`config.mk`:
```
export PLATFORM = sky130hd
export DESIGN_NAME = attn_frame_tx
export DESIGN_NICKNAME = d
export VERILOG_FILES = /design/src/rtl/attn_tx_pkg.sv /design/src/rtl/attn_tx_sync.sv /design/src/rtl/attn_tx_fbuf.sv /design/src/rtl/attn_tx_timer.sv /design/src/rtl/attn_frame_tx.sv
export SDC_FILE = /design/constraint.sdc
export NUM_CORES = 2
export LEC_CHECK = 0
export CAP_MARGIN = 15
export CORE_MARGIN = 2
export CORE_UTILIZATION = 40
export CTS_CLUSTER_DIAMETER = 30
export DETAILED_ROUTE_END_ITERATION = 16
export GPL_TIMING_DRIVEN = 0
export PLACE_DENSITY_LB_ADDON = 0.3
export SYNTH_ARGS = -nofsm -noshare
export SYNTH_HDL_FRONTEND = slang
export SYNTH_SLANG_ARGS = --single-unit
```
`constraint.sdc`:
```
create_clock -name clk -period 8.05 [get_ports clk]
set_input_delay 1.61 -clock clk [delete_from_list [all_inputs] [get_ports clk]]
set_output_delay 1.61 -clock clk [all_outputs]
set_load 0.03 [all_outputs]
```
`src/rtl/attn_tx_pkg.sv`:
```
package attn_tx_pkg;

  typedef enum logic [2:0] {
    ST_IDLE  = 3'd0,
    ST_CLAIM = 3'd1,
    ST_SEND  = 3'd2,
    ST_DRAIN = 3'd3,
    ST_SENT  = 3'd4,
    ST_HOLD  = 3'd5
  } tx_state_t;

  // destination byte + length byte + check byte
  localparam int unsigned FRAME_OVERHEAD = 3;
  // buffer position of the length byte
  localparam int unsigned LEN_POS = 1;

endpackage

```
`src/rtl/attn_tx_sync.sv`:
```
module attn_tx_sync #(
  parameter int unsigned STAGES    = 2,
  parameter bit          RESET_VAL = 1'b1
) (
  input  logic clk,
  input  logic rst_n,
  input  logic d,
  output logic q
);

  logic [STAGES-1:0] sr_q;

  generate
    if (STAGES == 1) begin : g_single
      always_ff @(posedge clk or negedge rst_n) begin
        if (!rst_n) sr_q <= RESET_VAL;
        else        sr_q <= d;
      end
    end else begin : g_chain
      always_ff @(posedge clk or negedge rst_n) begin
        if (!rst_n) sr_q <= {STAGES{RESET_VAL}};
        else        sr_q <= {sr_q[STAGES-2:0], d};
      end
    end
  endgenerate

  assign q = sr_q[STAGES-1];

endmodule

```
`src/rtl/attn_tx_fbuf.sv`:
```
module attn_tx_fbuf #(
  parameter int unsigned DW      = 8,
  parameter int unsigned DEPTH   = 258,
  parameter int unsigned AW      = 9,
  parameter int unsigned LEN_POS = 1
) (
  input  logic          clk,
  input  logic          wr_en,
  input  logic [AW-1:0] wr_addr,
  input  logic [DW-1:0] wr_data,
  input  logic [AW-1:0] rd_addr,
  output logic [DW-1:0] rd_data,
  output logic [DW-1:0] len_data
);

  logic [DW-1:0] mem [DEPTH];

  always_ff @(posedge clk) begin
    if (wr_en && (wr_addr < AW'(DEPTH))) mem[wr_addr] <= wr_data;
  end

  assign rd_data  = (rd_addr < AW'(DEPTH)) ? mem[rd_addr] : '0;
  assign len_data = mem[LEN_POS];

endmodule

```
`src/rtl/attn_tx_timer.sv`:
```
module attn_tx_timer #(
  parameter int unsigned W = 8
) (
  input  logic         clk,
  input  logic         rst_n,
  input  logic         load,
  input  logic [W-1:0] load_val,
  input  logic         dec,
  output logic         zero
);

  logic [W-1:0] cnt_q, cnt_d;

  always_comb begin
    cnt_d = cnt_q;
    if (load)     cnt_d = load_val;
    else if (dec) cnt_d = cnt_q - W'(1);
  end

  always_ff @(posedge clk or negedge rst_n) begin
    if (!rst_n) cnt_q <= '0;
    else        cnt_q <= cnt_d;
  end

  assign zero = (cnt_q == '0);

endmodule

```
`src/rtl/attn_frame_tx.sv`:
```
module attn_frame_tx
  import attn_tx_pkg::*;
#(
  parameter int unsigned CLK_HZ      = 8_000_000,
  parameter int unsigned BAUD        = 19_200,
  parameter int unsigned HOLD_US     = 10,
  parameter int unsigned CNT_W       = 16,
  parameter int unsigned BYTE_W      = 8,
  parameter int unsigned ADDR_W      = 9,
  parameter int unsigned SYNC_STAGES = 2
) (
  input  logic              clk,
  input  logic              rst_n,
  input  logic              ld_we,
  input  logic [ADDR_W-1:0] ld_addr,
  input  logic [BYTE_W-1:0] ld_data,
  input  logic              send_req,
  output logic              send_ack,
  output logic              send_busy,
  output logic              link_idle,
  input  logic              attn_in,
  output logic              attn_oe,
  output logic [BYTE_W-1:0] tx_data,
  output logic              tx_valid,
  input  logic              tx_ready,
  input  logic              tx_done,
  output logic [CNT_W-1:0]  sent_count,
  output logic [CNT_W-1:0]  busy_count
);

  localparam int unsigned DEPTH     = (1 << BYTE_W) - 1 + FRAME_OVERHEAD;
  localparam int unsigned BIT_CYC   = (CLK_HZ + BAUD / 2) / BAUD;
  localparam int unsigned CLAIM_CYC = (2 * BIT_CYC == 0) ? 1 : 2 * BIT_CYC;
  localparam longint unsigned HOLD_RAW =
    (longint'(CLK_HZ) * longint'(HOLD_US) + 64'd999_999) / 64'd1_000_000;
  localparam int unsigned HOLD_CYC  = (HOLD_RAW == 0) ? 1 : int'(HOLD_RAW);
  localparam int unsigned TMR_MAX   = (CLAIM_CYC > HOLD_CYC) ? CLAIM_CYC : HOLD_CYC;
  localparam int unsigned TMR_W     = $clog2(TMR_MAX + 1);

  tx_state_t st_q, st_d;
  logic [ADDR_W-1:0] idx_q, idx_d, left_q, left_d;
  logic [BYTE_W-1:0] rd_byte, len_byte;
  logic              attn_s;
  logic              tmr_load, tmr_dec, tmr_zero;
  logic [TMR_W-1:0]  tmr_val;
  logic              req_ok, req_bad, hs, buf_we;
  logic              oe_d, oe_q, ack_q, busy_q;
  logic [CNT_W-1:0]  sent_q, bcnt_q;

  attn_tx_sync #(.STAGES(SYNC_STAGES), .RESET_VAL(1'b1)) u_sync (
    .clk(clk), .rst_n(rst_n), .d(attn_in), .q(attn_s)
  );

  attn_tx_fbuf #(.DW(BYTE_W), .DEPTH(DEPTH), .AW(ADDR_W), .LEN_POS(LEN_POS)) u_fbuf (
    .clk(clk), .wr_en(buf_we), .wr_addr(ld_addr), .wr_data(ld_data),
    .rd_addr(idx_q), .rd_data(rd_byte), .len_data(len_byte)
  );

  attn_tx_timer #(.W(TMR_W)) u_tmr (
    .clk(clk), .rst_n(rst_n), .load(tmr_load), .load_val(tmr_val),
    .dec(tmr_dec), .zero(tmr_zero)
  );

  assign tx_valid = (st_q == ST_SEND);
  assign hs       = tx_valid && tx_ready;
  assign req_ok   = send_req && (st_q == ST_IDLE) && attn_s;
  assign req_bad  = send_req && !req_ok;
  // loader is locked out while the line is claimed
  assign buf_we   = ld_we && !oe_q;

  // next-state logic
  always_comb begin
    st_d     = st_q;
    idx_d    = idx_q;
    left_d   = left_q;
    tmr_load = 1'b0;
    tmr_dec  = 1'b0;
    tmr_val  = '0;
    case (st_q)
      ST_IDLE: begin
        if (req_ok) begin
          st_d     = ST_CLAIM;
          idx_d    = '0;
          left_d   = ADDR_W'(len_byte) + ADDR_W'(FRAME_OVERHEAD);
          tmr_load = 1'b1;
          tmr_val  = TMR_W'(CLAIM_CYC - 1);
        end
      end
      ST_CLAIM: begin
        if (tmr_zero) st_d = ST_SEND;
        else          tmr_dec = 1'b1;
      end
      ST_SEND: begin
        if (hs) begin
          idx_d  = idx_q + ADDR_W'(1);
          left_d = left_q - ADDR_W'(1);
          if (left_q == ADDR_W'(1)) st_d = ST_DRAIN;
        end
      end
      ST_DRAIN: begin
        if (tx_done) st_d = ST_SENT;
      end
      ST_SENT: begin
        st_d     = ST_HOLD;
        tmr_load = 1'b1;
        tmr_val  = TMR_W'(HOLD_CYC - 1);
      end
      ST_HOLD: begin
        if (tmr_zero) st_d = ST_IDLE;
        else          tmr_dec = 1'b1;
      end
      default: st_d = ST_IDLE;
    endcase
    oe_d = (st_d == ST_CLAIM) || (st_d == ST_SEND) || (st_d == ST_DRAIN);
  end

  // state registers
  always_ff @(posedge clk or negedge rst_n) begin
    if (!rst_n) begin
      st_q   <= ST_IDLE;
      idx_q  <= '0;
      left_q <= '0;
      oe_q   <= 1'b0;
      ack_q  <= 1'b0;
      busy_q <= 1'b0;
    end else begin
      st_q   <= st_d;
      idx_q  <= idx_d;
      left_q <= left_d;
      oe_q   <= oe_d;
      ack_q  <= req_ok;
      busy_q <= req_bad;
    end
  end

  // event counters with explicit enables
  always_ff @(posedge clk or negedge rst_n) begin
    if (!rst_n) begin
      sent_q <= '0;
      bcnt_q <= '0;
    end else begin
      if (st_q == ST_SENT) sent_q <= sent_q + CNT_W'(1);
      if (req_bad)         bcnt_q <= bcnt_q + CNT_W'(1);
    end
  end

  assign attn_oe    = oe_q;
  assign tx_data    = rd_byte;
  assign link_idle  = (st_q == ST_IDLE);
  assign send_ack   = ack_q;
  assign send_busy  = busy_q;
  assign sent_count = sent_q;
  assign busy_count = bcnt_q;

endmodule

```
==> results_dict.tcl <==
set metrics [dict create \
    grt_max_degree 151 \
    wl_met3_um 53700 \
    hpwl_um 218000 \
    synth_ff_type "edfxtp_1" \
    grt_overflow 0 \
    synth_warnings 0 \
    portBuffers 67 \
    path_common_cell "buf_2" \
    syn_area_per_cell_sq_um 20.1 \
    top_layer_used "met5" \
    area_delta_synth_final_pct 23.2 \
    cts_max_path_buffers 4 \
    max_slew_margin 0.0218 \
    wl_per_cell_um 43.6 \
    post-cts-setup-buffer-count 0 \
    htree_levels 5 \
    grt_use_total 0.318 \
    num_rows 167 \
    cts_tree "done" \
    met1_length_um 118000 \
    synth-async-reset-ratio 0.0319 \
    start_kind "flip-flop" \
    timing.setup.tns_ns -2.39 \
    cp_num_buf_inv 5 \
    p_total_mw 30.2 \
    timing.hold.ws_ns 0.360 \
    firstDrtPassIters 8 \
    yosysUniqueCellTypes 73 \
    final_area_sq_um 103000 \
    worst_pin_slew_ns 1.47 \
    rsz0062_at_grt "false" \
    grt_pass1_wl_um 443000 \
    powerDensity_nw_per_um2 293 \
    hold_path.class "flip-flop to flip-flop" \
    wl_met2_um 143000 \
    p_leak_nw 32.2 \
    synth-seq-area-share 0.762 \
    critPathArrivalTime_ns 6.95 \
    finalWirelength_um 341000 \
    synth_edf_count 2064 \
    setup_ws_ns -0.513 \
    path_max_fanout 10 \
    syn_area_sq_um 83500 \
    crit_slowest_cell "dfrtp_1" \
    nFillCells 16700 \
    crit_chain "buf_2 > nor2b_1 > buf_2 > clkbuf_4 > clkbuf_2 > a211oi_1 > nor3_1 > o21ai_0 > o211a_1 > o21ai_1 > clkdlybuf4s50_1" \
    failed_checks "negative setup slack" \
    synthCells 4155 \
    coreArea_sq_um 207000 \
    clock_latency_ns 0.99 \
    dieArea_sq_um 213000 \
    max_freq_mhz 117 \
    grt_pass1_vias 48000 \
    maxCapViolCount 0 \
    drive_gt1_frac 0.270 \
    viasPerCell 6.53 \
    required_ns 6.44 \
    die_width_um 461 \
    status "complete, but fails checks" \
    syn_nets 4186 \
    max_stage_delay_ns 0.91 \
    clockRootBuffer "clkbuf_16" \
    clk_pin_slew_ns 0.07 \
    placed_area_sq_um 88500 \
    crit_family "buffers and inverters" \
    vdd.ir_drop.worst_v 0.000212 \
    ys_seq_elements 2132 \
    slew_violations 0 \
    antenna_found_initial 25 \
    hold_viol_final 0 \
    nNetsFinal 4712 \
    cts_buffers 421 \
    finalSetupViolCount 7 \
    drc_errors 0 \
    boundaryPins 69 \
    fp.dieH_um 461 \
    cts.sinks 2132 \
    drt_iter0_markers 10400 \
    finalCritPeriodShare 1.06 \
    antenna_left 0 \
    gp_congestion 1.04 \
    initial_core_util 0.403 \
    endpoint_kind "primary output" \
    period_minus_slack_ns 8.56 \
    num_vias 51100 \
    skew_ns 0.0463 \
    rrSetupSlack_ns 3.50 \
    crit_type "flip-flop to primary output" \
]
Yosys cell counts, drive strengths merged (6+ instances only):
cell type,number,share of area
o221ai,20,0.0021
or4,6,0.00054
o32ai,9,0.0010
nor3,32,0.0019
nor2,325,0.015
edfxtp,2064,0.74
nor4,10,0.00075
a221oi,26,0.0028
and2,7,0.00052
nand2,116,0.0052
mux2i,216,0.026
mux2,8,0.0011
o21ai,45,0.0027
nor2b,21,0.0016
a31oi,17,0.0013
o2111ai,8,0.00084
ha,7,0.0010
o211ai,13,0.0012
xnor2,32,0.0034
and3,9,0.00067
dfrtp,66,0.020
mux4,440,0.12
nand3,60,0.0036
buf,143,0.012
or3,7,0.00052
a211oi,9,0.00081
a22o,29,0.0030
o22ai,26,0.0019
nand2b,17,0.0013
clkbuf,98,0.0044
a21oi,58,0.0035
nand4,23,0.0017
inv,11,0.00049
xor2,17,0.0018
a22oi,104,0.0093
state kept, by name (all words and copies together), names as in the netlist:
signal / cells
attn_oe: 1
busy_count: 16
idx_q: 9
left_q: 9
send_ack: 1
send_busy: 1
sent_count: 16
st_q: 3
u_fbuf.mem: 2064
u_sync.sr_q: 2
u_tmr.cnt_q: 10
cell families (layout without fill, tap and decap cells):
family,count (synthesis),after routing,synth area share
flip-flops,2132,2132,0.762
XOR/XNOR,49,49,0.00514
multiplexers,664,664,0.146
AND/OR/NAND/NOR,652,652,0.0347
AO/OA/AOI/OAI,398,398,0.0341
other,0,14,0
buffers and inverters,253,1115,0.0170
adder cells (fa/ha/maj),7,7,0.00105
final cells by class:
cell class,count,area [sq um],area share
clock buffer,465,10800,0.105
multi-input combinational,1770,18500,0.179
buffer,237,1550,0.0151
tap,2788,3490,0.0339
inverter,12,45.0,0.000438
antenna,14,35.0,0.000340
timing repair buffer,107,1500,0.0146
sequential,2132,63700,0.619
clock inverter,294,3380,0.0328
worst register-to-register path: stages, from the launching register on:
cell	delay, ns
dfrtp_1	0.37
nand2b_1	0.46
a21oi_1	0.85
and3b_1	0.33
and2_1	0.22
nand3_1	0.53
clkbuf_1	0.47
nor2_1	0.90
stage by stage:
step / setup slack (ns) / instances / util
after global routing: 0.00148 / 7805 / 0.496
final: -0.513 / 7819 / 0.497
after global placement: -2.57 / 7010 / 0.423
after floorplan: 3.77 / 4155 / -
after CTS: 0.0315 / 7802 / 0.496
after detailed placement: -0.336 / 7047 / 0.427
per-layer routing:
metal  up-vias  global-route usage
li1      18400                   -
met1     26600               0.404
met2      4920               0.445
met3      1148               0.132
met4        22               0.209
met5         -              0.0124
final timing paths:
kind	startpoint	cells after the start	endpoint
setup / recovery	idx_q[2]	11	tx_data[4]
hold / removal	u_sync.sr_q[0]	0	u_sync.sr_q[1]
hold reg to reg	u_sync.sr_q[0]	0	u_sync.sr_q[1]
min in group asynchronous	rst_n	1	sent_count[11]
setup reg to reg	attn_oe	7	u_fbuf.mem[248][0]
max in group asynchronous	rst_n	2	u_sync.sr_q[0]
cell usage in the layout (no fill, tap or decap), drive strengths merged, types with 42 or more instances in the layout:
cell type,instances
nand2,116
edfxtp,2064
bufinv,62
buf,186
inv,42
mux4,440
o21ai,45
nand3,60
mux2i,216
clkinv,151
clkinvlp,51
nor2,325
clkbuf,565
dfrtp,66
clkdlybuf4s50,58
a21oi,58
a22oi,104
power by group:
group,internal (mW),switching (mW),total (mW)
sequential,12.2,0.0244,12.2
combinational,0.0767,0.305,0.381
clock,11.6,5.94,17.6
total,23.9,6.27,30.2
what timing repair did:
item	in CTS	in global routing
gates resized for setup	62	2
setup endpoints to repair	8	2
hold buffers	0	0
hold endpoints to repair	0	0
No activity file was read; power rests on OpenSTA's default activity.
